===== src/rtl/pirq_pkg.sv =====
`timescale 1ns/1ps
package pirq_pkg;

  // Strobes issued by the control to the datapath
  typedef struct packed {
    logic capture;   // record the present pin level for the mapped line
    logic drvHigh;   // drive the upstream output to 1
    logic drvLow;    // drive the upstream output to 0
  } pirqCtrl_t;

  // Event information returned by the datapath
  typedef struct packed {
    logic lineValid; // slot/pin reached an internal line
    logic evt;       // pin level differs from the recorded level
    logic levelNow;  // present pin level
    logic edgeMode;  // edge-mask bit of the mapped line
    logic polBit;    // polarity-mask bit of the mapped line
  } pirqStat_t;

endpackage


===== src/rtl/pirq_slot_map.sv =====
`timescale 1ns/1ps
module pirq_slot_map #(
  parameter int SLOT_W      = 5,
  parameter int PIN_W       = 2,
  parameter int NUM_LINES   = 32,
  parameter int LINE_BASE   = 32,
  parameter int LINE_W      = 6,
  parameter int IDX_W       = 5,
  parameter int PINS        = 4,
  parameter int SOUTH_SLOT  = 5,
  parameter int VIDEO_SLOT  = 6,
  parameter int VIDEO_LINE  = 4,
  parameter int NET_SLOT    = 7,
  parameter int NET_LINE    = 5,
  parameter int ADDIN_FIRST = 8,
  parameter int ADDIN_LAST  = 12,
  parameter int ADDIN_LINE  = 6
) (
  input  logic [SLOT_W-1:0] slotNum,
  input  logic [PIN_W-1:0]  pinIdx,
  output logic              lineValid,
  output logic [IDX_W-1:0]  lineIdx,
  output logic [LINE_W-1:0] lineNum
);

  logic [LINE_W-1:0] offs;
  logic [LINE_W-1:0] pinWide;
  logic [LINE_W-1:0] slotWide;

  assign pinWide  = LINE_W'(pinIdx);
  assign slotWide = LINE_W'(slotNum);

  always_comb begin
    lineValid = 1'b1;
    offs      = '0;
    if (slotNum == SLOT_W'(SOUTH_SLOT)) begin
      offs = pinWide % LINE_W'(PINS);
    end else if (slotNum == SLOT_W'(VIDEO_SLOT)) begin
      offs = LINE_W'(VIDEO_LINE);
    end else if (slotNum == SLOT_W'(NET_SLOT)) begin
      offs = LINE_W'(NET_LINE);
    end else if (slotNum >= SLOT_W'(ADDIN_FIRST) && slotNum <= SLOT_W'(ADDIN_LAST)) begin
      offs = slotWide - LINE_W'(ADDIN_FIRST) + pinWide + LINE_W'(ADDIN_LINE);
    end else begin
      lineValid = 1'b0;
    end
  end

  assign lineIdx = offs[IDX_W-1:0];
  assign lineNum = lineValid ? (LINE_W'(LINE_BASE) + offs) : pinWide;

endmodule


===== src/rtl/pirq_datapath.sv =====
`timescale 1ns/1ps
module pirq_datapath
  import pirq_pkg::*;
#(
  parameter int SLOT_W    = 5,
  parameter int PIN_W     = 2,
  parameter int NUM_LINES = 32,
  parameter int LINE_BASE = 32,
  parameter int LINE_W    = 6,
  parameter int IDX_W     = 5
) (
  input  logic                 clk,
  input  logic                 rstN,
  input  logic [SLOT_W-1:0]    slotNum,
  input  logic [PIN_W-1:0]     pinIdx,
  input  logic                 pinLevel,
  input  logic [NUM_LINES-1:0] edgeMask,
  input  logic [NUM_LINES-1:0] polMask,
  input  pirqCtrl_t            ctrl,
  output pirqStat_t            stat,
  output logic [LINE_W-1:0]    lineNum,
  output logic                 irqOut
);

  logic             lineValid;
  logic [IDX_W-1:0] lineIdx;
  logic             levelSeen [NUM_LINES];

  pirq_slot_map #(
    .SLOT_W   (SLOT_W),
    .PIN_W    (PIN_W),
    .NUM_LINES(NUM_LINES),
    .LINE_BASE(LINE_BASE),
    .LINE_W   (LINE_W),
    .IDX_W    (IDX_W)
  ) i_map (
    .slotNum  (slotNum),
    .pinIdx   (pinIdx),
    .lineValid(lineValid),
    .lineIdx  (lineIdx),
    .lineNum  (lineNum)
  );

  // One level record per internal line
  for (genvar g = 0; g < NUM_LINES; g++) begin : g_levelRec
    always_ff @(posedge clk or negedge rstN) begin
      if (!rstN) begin
        levelSeen[g] <= 1'b0;
      end else if (ctrl.capture && lineIdx == IDX_W'(g)) begin
        levelSeen[g] <= pinLevel;
      end
    end
  end

  always_comb begin
    stat.lineValid = lineValid;
    stat.evt       = lineValid && (pinLevel != levelSeen[lineIdx]);
    stat.levelNow  = pinLevel;
    stat.edgeMode  = edgeMask[lineIdx];
    stat.polBit    = polMask[lineIdx];
  end

  always_ff @(posedge clk or negedge rstN) begin
    if (!rstN) begin
      irqOut <= 1'b0;
    end else if (ctrl.drvHigh) begin
      irqOut <= 1'b1;
    end else if (ctrl.drvLow) begin
      irqOut <= 1'b0;
    end
  end

endmodule


===== src/rtl/pirq_control.sv =====
`timescale 1ns/1ps
module pirq_control
  import pirq_pkg::*;
(
  input  logic      clk,
  input  logic      rstN,
  input  pirqStat_t stat,
  output pirqCtrl_t ctrl,
  output logic      pulseActive
);

  logic pulseNext;

  always_comb begin
    ctrl.capture = stat.lineValid;
    ctrl.drvHigh = 1'b0;
    ctrl.drvLow  = 1'b0;
    pulseNext    = 1'b0;
    if (stat.evt && !stat.edgeMode) begin
      // level delivery: output follows the polarity bit
      ctrl.drvHigh = stat.polBit;
      ctrl.drvLow  = !stat.polBit;
    end else if (stat.evt && stat.levelNow) begin
      // edge delivery on a rising level: start a one-clock pulse
      ctrl.drvHigh = 1'b1;
      pulseNext    = 1'b1;
    end else if (pulseActive) begin
      ctrl.drvLow  = 1'b1;
    end
  end

  always_ff @(posedge clk or negedge rstN) begin
    if (!rstN) begin
      pulseActive <= 1'b0;
    end else begin
      pulseActive <= pulseNext;
    end
  end

endmodule


===== src/rtl/pci_irq_router.sv =====
`timescale 1ns/1ps
module pci_irq_router
  import pirq_pkg::*;
#(
  parameter int SLOT_W    = 5,
  parameter int PIN_W     = 2,
  parameter int NUM_LINES = 32,
  parameter int LINE_BASE = 32,
  localparam int LINE_W   = $clog2(LINE_BASE + NUM_LINES),
  localparam int IDX_W    = $clog2(NUM_LINES)
) (
  input  logic                 clk,
  input  logic                 rstN,
  input  logic [SLOT_W-1:0]    slotNum,
  input  logic [PIN_W-1:0]     pinIdx,
  input  logic                 pinLevel,
  input  logic [NUM_LINES-1:0] edgeMask,
  input  logic [NUM_LINES-1:0] polMask,
  output logic [LINE_W-1:0]    lineNum,
  output logic                 irqOut
);

  pirqCtrl_t ctrl;
  pirqStat_t stat;
  logic      pulseActive;

  pirq_datapath #(
    .SLOT_W   (SLOT_W),
    .PIN_W    (PIN_W),
    .NUM_LINES(NUM_LINES),
    .LINE_BASE(LINE_BASE),
    .LINE_W   (LINE_W),
    .IDX_W    (IDX_W)
  ) i_dp (
    .clk     (clk),
    .rstN    (rstN),
    .slotNum (slotNum),
    .pinIdx  (pinIdx),
    .pinLevel(pinLevel),
    .edgeMask(edgeMask),
    .polMask (polMask),
    .ctrl    (ctrl),
    .stat    (stat),
    .lineNum (lineNum),
    .irqOut  (irqOut)
  );

  pirq_control i_ctl (
    .clk        (clk),
    .rstN       (rstN),
    .stat       (stat),
    .ctrl       (ctrl),
    .pulseActive(pulseActive)
  );

endmodule


===== config.mk =====
export PLATFORM = sky130hd
export DESIGN_NAME = pci_irq_router
export DESIGN_NICKNAME = d
export VERILOG_FILES = /design/src/rtl/pirq_pkg.sv /design/src/rtl/pirq_slot_map.sv /design/src/rtl/pirq_datapath.sv /design/src/rtl/pirq_control.sv /design/src/rtl/pci_irq_router.sv
export SDC_FILE = /design/constraint.sdc
export NUM_CORES = 1
export LEC_CHECK = 0
export BUFFER_PORTS_ARGS = -buffer_cell sky130_fd_sc_hd__buf_4
export CAP_MARGIN = 25
export CORE_UTILIZATION = 40
export DETAILED_ROUTE_END_ITERATION = 6
export GPL_TIMING_DRIVEN = 0
export PLACE_DENSITY = 0.72
export SYNTH_ARGS = -nofsm -noshare
export SYNTH_HDL_FRONTEND = slang
export SYNTH_SLANG_ARGS = --single-unit

===== constraint.sdc =====
create_clock -name clk -period 3.3 [get_ports clk]
set_input_delay 0.66 -clock clk [delete_from_list [all_inputs] [get_ports clk]]
set_output_delay 0.66 -clock clk [all_outputs]
set_load 0.005 [all_outputs]

==> impl_results.md, run 1 <==
* Status: finished with violations
* Failing checks: negative setup slack
* Total I/O pin count at 81
* Layout Area Growth over Synthesis at 35.3%
* # placed instances at 554
* Core area at 7250 um2
* Worst Setup Path Type: input port to register
* Sequential area share after synthesis at 28.2%
* Syn nets at 458
* CTS tree: yes
* Max Cap Viol at 0
* Final Skew at 6.93 ps
* Setup ws final at -102 ps
* Number of synthesized flops with an enable pin at 0
* Cell taking the most area after synthesis: dfrtp_1
* Nets@finish at 553
* Power per Cell Area at 392 nW/um2
* Netlist cell types at 60
* Crit. End Element: register
* Vias in the first global route at 2950
* Number of synthesized register bits at 34
* Total wire length at 9700 um
* Placed inst area at 3830 um2
* Antenna diodes at 0
* Top cell type's share of synthesized area at 28.2%
* Htree depth at 2
* Critical Path RT at 3430 ps
* Fin util at 56.2%
* Max clock buf depth at 2
* Post-DR vias/cell at 5.83
* Area contributors post-synth: dfrtp_1, mux2i_1, nand2_1
* Remaining antenna violation count at 0
* Min Tclk post-route at 3400 ps
* R2R Setup Slk at 1060 ps
* Initial antenna violation count at 0
* Initial DRC count at 362
* Predominant post-synthesis flop cell: dfrtp_1
* Die area at 7880 um2
* Maximum clock frequency at 294 MHz
* Skew-Pair Late Insertion Delay at 280 ps
* Post-DP HPWL at 7360 um
* Clock-pin slew on the worst setup and hold paths at 70 ps
* Hold crit path type: input port to asynchronous set/reset pin
* Die extent in x at 88.8 um
* DRT Pass-1 Iters at 5
* Ys Warns at 0
* Most common cell after layout, fill and taps aside: buf_4
* Hold Violations, Final at 0
* Gr usage total at 24.4%
* Crit Reg-Reg Startpoint: i_dp.levelSeen[24]
* FFs w/ async S/R, synth at 100%
* Overflow after GRT at 0
* Syn avg cell area at 8.03 um2
* Starting density of the core at 41.5%
* Remaining DRCs at 0
* R2R cell count at 9
* Design Area, Final at 4080 um2
* Leakage at 0.00183 uW
* Rel. slew slack at 48.6%
* Routed len/inst at 17.0 um
* Reg area at 851 um2
* Via count at 3317
* GPL Wtd Cong at 0.891
* Sink Count at 34
* Setup TNS at -102 ps
* Slew Limit Fails at 0
* Layout fillers at 647
* Max VDD drop at 0.184 mV
* Root buf cell: clkbuf_8
* Multi-input logic area at 2110 um2
* Type of origin of the critical path: input port
* Mapped Area at 3010 um2
* Most frequent cells in the layout: buf_4, nand2_1, dfrtp_1, o21ai_0, mux2i_1
* Worst r2r dst: i_dp.irqOut
* Largest net degree at the start of global routing at 35
* Critical path peak fanout at 4
* Die Ht at 88.8 um
* Final setup violation count at 1
* Cells after synthesis at 375
* Final Cycle Share at 103%
* RSZ-0062 raised after global routing: yes
* # rows at 31
* Fin cells at 569
* I/O Buffers at 80
* Worst Max-Slew Pin Slew at 768 ps
* CTS buffer count at 5
* Crit path DAT at 3540 ps
* First-pass GRT wire length at 14500 um
* WHS at 305 ps
* Ratio of cells with drive above 1 in the final layout at 31.5%
[final cells by class]
type	instances	share of cell area, %
multi-input combinational	303	51.8
tap	99	3.04
clock buffer	6	1.78
clock inverter	1	0.184
inverter	13	1.32
buffer	25	4.33
timing repair buffer	88	16.7
sequential	34	20.9
[state kept, by name, summed over array words and instances, names as in the netlist]
name               flops
i_ctl.pulseActive      1
i_dp.irqOut            1
i_dp.levelSeen        32
[through the flow]
step,setup slack (ps),total power (uW)
floorplan,-204,1030
global placement,-758,1250
detailed placement,-813,1270
CTS,-69.2,1580
global route,-236,1700
finish,-102,1600
[synth_stat cells, types with 3 or more instances]
cell and n:
dfrtp_1 34, o21ai_0 37, a22oi_1 6, buf_6 3
nor3_1 7, nand2b_1 4, o2111ai_1 3, buf_2 11
clkbuf_1 8, ha_1 8, a21oi_1 12, o31ai_1 22
nor4_1 6, nor3b_1 4, nand2_1 65, and3_1 5
mux2i_1 29, nand3_1 17, a31oi_1 3, o22ai_1 6
mux2_2 4, a21o_1 3, nor2_1 18, o211ai_1 3
inv_1 13
[how the worst max path moves through the flow]
stage,from,endpoint
after global routing,slotNum[1],i_dp.irqOut
after CTS,slotNum[1],i_dp.irqOut
after floorplan,slotNum[1],i_dp.irqOut
after detailed placement,slotNum[1],i_dp.irqOut
final,slotNum[1],i_dp.irqOut
after global placement,slotNum[1],i_dp.irqOut
[cells by family (layout without fill, tap and decap cells)]
family	Yosys count	after routing	share of synthesized area, %
AOI/OAI and AO/OA	125	125	28.5
xor gates and xnor gates	2	2	0.582
adders and majority gates	9	9	3.99
buffers and inverters	38	133	6.56
DFF	34	34	28.2
muxes	34	34	11.9
and+or+nand+nor	133	133	20.3
[critical path, stage by stage]
cell and delay, ps:
buf_8 70, buf_8 100, inv_6 40, ha_4 240, inv_2 30, ha_4 150, fa_2 550, o21ai_1 120
a21oi_2 240, a21o_1 240, a21oi_1 80, o41ai_2 350, a22o_1 220, a21boi_2 200, a31o_1 190, a221oi_2 40
[per-layer routing]
| layer | wire, um | up-vias | track usage (%) |
|---|---|---|---|
| met5 | 0 | - | 0 |
| met2 | 4400 | 191 | 40.3 |
| met4 | 327 | 0 | 12.8 |
| met3 | 1020 | 33 | 4.85 |
| met1 | 3950 | 1500 | 30.0 |
| li1 | - | 1593 | - |
[power breakdown]
part / internal [uW] / leakage [uW] / switching (uW)
sequential: 520 / 0.000449 / 57.3
combinational: 345 / 0.00135 / 389
clock: 144 / 0.0000373 / 143
[timing repair]
| item | in CTS | in global routing |
|---|---|---|
| resized for setup | 16 | 10 |
| hold endpoints to repair | 0 | 0 |
| hold buffers | 0 | 0 |
| gates cloned | 0 | 0 |
| buffers inserted | 6 | 2 |
| endpoints found under the setup margin | 20 | 9 |
| pin swaps | 13 | 7 |
Note: power is estimated with default switching activity, not from simulation.
==> run 2: changes to the inputs <==
--- a/config.mk
+++ b/config.mk
@@ -10,7 +10,6 @@
 export CORE_UTILIZATION = 40
 export DETAILED_ROUTE_END_ITERATION = 6
 export GPL_TIMING_DRIVEN = 0
-export PLACE_DENSITY = 0.72
 export SYNTH_ARGS = -nofsm -noshare
 export SYNTH_HDL_FRONTEND = slang
 export SYNTH_SLANG_ARGS = --single-unit
==> run 2 against run 1 <==
Effect of this change:
- the flow still finishes with violations (negative setup slack)
- critical endpoint unchanged
- design area grew 1.5%
- die area is the same
- via count shrank 1.1%
- sequential power is essentially flat
- wire length grew 4.0%
==> impl_results.md, run 2 (synthesis gave the netlist of run 1 again) <==
* Nets@finish at 558 (+0.90%)
* Crit-path leading delay family: compound AO/OA/AOI/OAI gates
* Biggest register: i_dp.levelSeen
* Critical Path RT at 3500 ps (+70 ps)
* Status: finished with violations
* Remaining antenna violation count at 0 (unchanged)
* Largest net degree at the start of global routing at 35 (unchanged)
* Remaining DRCs at 0 (unchanged)
* Rel. slew slack at 53.2% (+4.6 points)
* Min Tclk post-route at 3390 ps (-16.1 ps)
* # rows at 31 (unchanged)
* DRT Pass-1 Iters at 5 (unchanged)
* CTS tree: yes
* Overflow after GRT at 0 (unchanged)
* Setup WS pre-CTS at -847 ps (-33.6 ps)
* Met2 wire length at 4470 um (+1.5%)
* First-pass GRT wire length at 15200 um (+5.0%)
* Max clock buf depth at 2 (unchanged)
* CTS buffer count at 5 (unchanged)
* Core area at 7250 um2 (unchanged)
* Root buf cell: clkbuf_8
* Setup TNS at -86.2 ps (+16.1 ps)
* WHS at 301 ps (-3.35 ps)
* Gr usage total at 26.1% (+1.7 points)
* Worst path slowest cell: fa_2
* Leakage at 0.00187 uW (+2.1%)
* Setup crit end: i_dp.irqOut
* Max Cap Viol at 0 (unchanged)
* Die Ht at 88.8 um (unchanged)
* Crit. path cell count at 17 (+1)
* CP Buf/Inv Count at 5 (+1)
* Routed len/inst at 17.5 um (+2.9%)
* Ratio of cells with drive above 1 in the final layout at 32.1% (+0.65 points)
* Initial antenna violation count at 0 (unchanged)
* Top Registers: i_dp.levelSeen x32, i_ctl.pulseActive x1, i_dp.irqOut x1
* Crit Reg-Reg Startpoint: i_dp.levelSeen[24]
* Chain of cells forming the critical path: buf_8, buf_8, inv_6, ha_4, inv_2, ha_4, fa_2, a32o_1, buf_6, nand3_4, or2_4, a21oi_2, a2111oi_2, a22o_1, a21boi_2, a22o_1, a221oi_2
* Sink Count at 34 (unchanged)
* Hold Violations, Final at 0 (unchanged)
* Delay of the slowest critical-path stage at 540 ps (about the same)
* Most frequent cells in the layout: buf_4, nand2_1, dfrtp_1, o21ai_0, mux2i_1
* Clock-pin slew on the worst setup and hold paths at 70 ps (about the same)
* Routed length on met3 at 899 um (-12%)
* Antenna diodes at 0 (unchanged)
* Vias in the first global route at 2923 (-0.92%)
* Worst r2r dst: i_dp.irqOut
* Worst Setup Path Type: input port to register
* Hold crit path type: input port to asynchronous set/reset pin
* Worst Max-Slew Pin Slew at 684 ps (-84.2 ps)
* I/O Buffers at 80 (unchanged)
* Power per Cell Area at 395 nW/um2 (+0.81%)
* Slew Limit Fails at 0 (unchanged)
* DRT met1 WL at 4490 um (+14%)
* GPL Wtd Cong at 0.867 (-2.8%)
* Initial DRC count at 216 (-40%)
* Maximum clock frequency at 295 MHz (+0.48%)
* Total I/O pin count at 81 (unchanged)
* Max FFs per register at 32 (unchanged)
* Final Skew at 5.10 ps (-1.83 ps)
* Die area at 7880 um2 (unchanged)
* Final setup violation count at 1 (unchanged)
* Setup ws final at -86.2 ps (+16.1 ps)
* Total wire length at 10100 um (+4.0%)
* Failing checks: negative setup slack
* Crit. Startpoint: slotNum[1]
* Crit path DAT at 3580 ps (+40 ps)
* Critical path peak fanout at 5 (+1)
* Max VDD drop at 0.361 mV (+96%)
* Skew-Pair Late Insertion Delay at 290 ps (about the same)
* Htree depth at 2 (unchanged)
* R2R Setup Slk at 950 ps (-110 ps)
* Highest routed metal layer: met4
* RSZ-0062 raised after global routing: yes
* Post-DP HPWL at 7570 um (+2.9%)
* Type of origin of the critical path: input port
* Post-DR vias/cell at 5.71 (-2.1%)
* Final Cycle Share at 103% (-0.49 points)
* Layout Area Growth over Synthesis at 37.3%
* Most common cell after layout, fill and taps aside: buf_4
* Die extent in x at 88.8 um (unchanged)
* Crit. End Element: register
* R2R cell count at 8 (-1)
* Design Power at 1640 uW (+2.4%)
* Via count at 3282 (-1.1%)
* Starting density of the core at 41.5% (unchanged)
* Layout fillers at 718 (+11%)
-- run 2: power breakdown --
| group | total [uW] | switching [uW] | leakage (uW) | internal, uW |
|---|---|---|---|---|
| clock | 314 | 145 | 0.0000482 | 168 |
| sequential | 576 | 55.8 | 0.000449 | 520 |
| combinational | 747 | 392 | 0.00137 | 355 |
| total | 1640 | 593 | 0.00187 | 1040 |
-- run 2: repair_timing --
| item | in CTS | in global routing |
|---|---|---|
| resized for setup | 22 | 4 |
| hold buffers | 0 | 0 |
| pin swaps | 16 | 2 |
| hold endpoints to repair | 0 | 0 |
| buffers inserted | 12 | 1 |
| setup endpoints to repair | 22 | 10 |
-- run 2: final cells by class --
cell class,count,area [um2],share of cell area [%]
clock buffers,7,86.3,2.09
clock inverters,1,5.00,0.121
flip-flops and latches,34,851,20.6
well taps,99,124,2.99
repair buffers,93,718,17.4
plain buffers,25,173,4.17
inverters,13,53.8,1.30
multi-input cells,303,2130,51.4
-- run 2: routing by layer --
layer  GRT usage, %  vias up
met5              0        -
met4           9.09        0
met3           4.10       22
met2           42.6      153
met1           35.0     1511
li1               -     1596
-- run 2: worst min path at each step --
stage / startpoint / endpoint / cells past startpoint
global placement: i_dp.levelSeen[10] / i_dp.levelSeen[10] / 2
global route: rstN / i_dp.levelSeen[8] / 1
CTS: rstN / i_dp.levelSeen[9] / 1
finish: rstN / i_dp.levelSeen[9] / 1
floorplan: rstN / i_ctl.pulseActive / 0
detailed placement: i_dp.levelSeen[9] / i_dp.levelSeen[9] / 2
-- run 2: per-stage QoR --
step,instance area [um2],util [%],cells
2_1_floorplan,3100,-,375
4_1_cts,4110,56.6,574
5_1_grt,4140,57.0,575
3_3_place_gp,3830,52.8,554
3_5_place_dp,3830,52.8,554
6_report,4140,57.0,575
==> run 3: changes to the inputs <==
--- a/config.mk
+++ b/config.mk
@@ -7,6 +7,7 @@
 export LEC_CHECK = 0
 export BUFFER_PORTS_ARGS = -buffer_cell sky130_fd_sc_hd__buf_4
 export CAP_MARGIN = 25
+export CORE_ASPECT_RATIO = 0.9
 export CORE_UTILIZATION = 40
 export DETAILED_ROUTE_END_ITERATION = 6
 export GPL_TIMING_DRIVEN = 0
==> run 3 against run 2 <==
Effect of this change:
- the run still ends with negative setup slack left
- utilization decreased by 0.25 points
- worst hold slack improved by 4.3 ps
- sequential cell count unchanged
- register-to-register slack improved by 210 ps
==> impl_results.md, run 3 (synthesis gave the netlist of run 1 again) <==
* Die extent in x at 93.5 um (+5.3%)
* Critical path peak fanout at 5 (unchanged)
* Top Usage Layer GRT: met2
* Max FFs per register at 32 (unchanged)
* Hold crit path type: input port to asynchronous set/reset pin
* Final Cycle Share at 103% (+0.57 points)
* Total I/O pin count at 81 (unchanged)
* Post-DR vias/cell at 5.76 (+0.83%)
* Type of origin of the critical path: input port
* Met2 usage at 43.9% (+1.3 points)
* # placed instances at 548 (-1.1%)
* Design Power at 1640 uW (+0.20%)
* R2R cell count at 8 (unchanged)
* Hold Violations, Final at 0 (unchanged)
* Initial antenna violation count at 0 (unchanged)
* Post-DP HPWL at 7830 um (+3.4%)
* Gr usage total at 26.8% (+0.75 points)
* Chain of cells forming the critical path: buf_8, buf_8, inv_6, ha_4, inv_2, ha_4, fa_2, a32o_1, buf_6, nand3_4, or2_4, a21oi_2, a2111oi_2, a22o_1, a21boi_2, a22o_1, a221oi_2
* Root buf cell: clkbuf_8
* Crit. End Element: register
* Design Area, Final at 4080 um2 (-1.4%)
* Biggest register: i_dp.levelSeen
* # rows at 29 (-6.5%)
* Crit-path leading delay family: compound AO/OA/AOI/OAI gates
* Top Registers: i_dp.levelSeen x32, i_ctl.pulseActive x1, i_dp.irqOut x1
* Via count at 3269 (-0.40%)
* Worst Max-Slew Pin Slew at 655 ps (-28.6 ps)
* Skew-Pair Late Insertion Delay at 290 ps (about the same)
* Power per Cell Area at 402 nW/um2 (+1.6%)
* Starting density of the core at 41.9% (+0.40 points)
* Delay of the slowest critical-path stage at 550 ps (about the same)
* Critical Path RT at 3490 ps (about the same)
* Crit Reg-Reg Startpoint: i_dp.levelSeen[24]
* Routed len/inst at 18.1 um (+3.3%)
* Total wire length at 10300 um (+2.0%)
* Worst r2r dst: i_dp.irqOut
* Met3 usage at 4.71% (+0.61 points)
* Fin util at 56.8% (-0.25 points)
* Ratio of cells with drive above 1 in the final layout at 32.0% (-0.14 points)
* Max Cap Viol at 0 (unchanged)
* Largest net degree at the start of global routing at 35 (unchanged)
* I/O Buffers at 80 (unchanged)
* Max VDD drop at 0.325 mV (-10%)
* First-pass GRT wire length at 16400 um (+8.1%)
* Remaining DRCs at 0 (unchanged)
* Remaining antenna violation count at 0 (unchanged)
* Slew Limit Fails at 0 (unchanged)
* CTS buffer count at 5 (unchanged)
* Antenna diodes at 0 (unchanged)
* R2R Setup Slk at 1160 ps (+210 ps)
* Rel. slew slack at 56.2% (+2.9 points)
* Most common cell after layout, fill and taps aside: buf_4
* Status: finished with violations
* Met1 global-route usage at 37.0% (+2.0 points)
* Most frequent cells in the layout: buf_4, nand2_1, dfrtp_1, o21ai_0, mux2i_1
* Maximum clock frequency at 294 MHz (-0.55%)
* WHS at 306 ps (+4.27 ps)
* Max clock buf depth at 2 (unchanged)
* Crit. path cell count at 17 (unchanged)
* GPL Wtd Cong at 0.864 (-0.32%)
* Core area at 7180 um2 (-0.95%)
* Initial DRC count at 200 (-7.4%)
* Worst Setup Path Type: input port to register
* Placed inst area at 3820 um2 (-0.20%)
* CTS tree: yes
* Crit path DAT at 3600 ps (+20 ps)
* Layout Area Growth over Synthesis at 35.4%
* Vias in the first global route at 3157 (+8.0%)
* Worst path slowest cell: fa_2
* Leakage at 0.00185 uW (-0.94%)
* Die area at 7880 um2 (about the same)
* Die Ht at 84.3 um (-5.0%)
* Htree depth at 2 (unchanged)
* Final Skew at 3.23 ps (-1.87 ps)
* Overflow after GRT at 0 (unchanged)
* Layout fillers at 691 (-3.8%)
* Failing checks: negative setup slack
* Min Tclk post-route at 3410 ps (+18.8 ps)
* Nets@finish at 557 (-0.18%)
* Fin cells at 568 (-1.2%)
* Setup ws final at -105 ps (-18.8 ps)
* DRT Pass-1 Iters at 5 (unchanged)
* Sink Count at 34 (unchanged)
* RSZ-0062 raised after global routing: yes
* Final setup violation count at 1 (unchanged)
* CP Buf/Inv Count at 5 (unchanged)
* Clock-pin slew on the worst setup and hold paths at 70 ps (about the same)
## run 3: changes by cell type in the layout (fill, tap and decap cells not counted), moves of 2 or more
| cell | previous run | this run |
|---|---|---|
| a21oi_4 | 2 | 0 |
| buf_6 | 4 | 6 |
| buf_4 | 95 | 93 |
| a21oi_2 | 3 | 5 |
## run 3: report_power, final
part	switching [uW]	total, uW	internal [uW]
clock	150	318	168
combinational	390	738	349
sequential	62.5	583	520
## run 3: layout make-up
type                       count  area (um2)  share of cell area (%)
buffer                        25         180                    4.42
clock buffer                   7        86.3                    2.12
clock inverter                 1        5.00                   0.123
inverter                      13        53.8                    1.32
multi-input combinational    303        2090                    51.2
sequential                    34         851                    20.9
tap                           93         116                    2.85
timing repair buffer          92         698                    17.1
## run 3: layer usage
| layer | wire length (um) | up-vias |
|---|---|---|
| met5 | 0 | - |
| li1 | - | 1609 |
| met2 | 4640 | 123 |
| met4 | 89 | 0 |
| met1 | 4850 | 1529 |
| met3 | 708 | 8 |
## run 3: worst max path at each step
stage	start	end	slack, ps
2_1_floorplan	slotNum[1]	i_dp.irqOut	-200
3_3_place_gp	slotNum[1]	i_dp.irqOut	-790
3_5_place_dp	slotNum[1]	i_dp.irqOut	-870
4_1_cts	slotNum[1]	i_dp.irqOut	-90
5_1_grt	slotNum[1]	i_dp.irqOut	-210
6_report	slotNum[1]	i_dp.irqOut	-110
## run 3: through the flow
stage               worst slack, ps  TNS (ps)
finish                         -105      -105
global route                   -206      -206
CTS                           -86.7     -86.7
detailed placement             -873    -10690
global placement               -792    -10490
floorplan                      -204      -204
## run 3: timing repair
item / 4_1_cts / 5_1_grt
gates cloned: 0 / 0
buffers inserted: 11 / 1
hold buffers: 0 / 0
pin swaps: 12 / 5
resized for setup: 18 / 6
endpoints found under the setup margin: 21 / 5
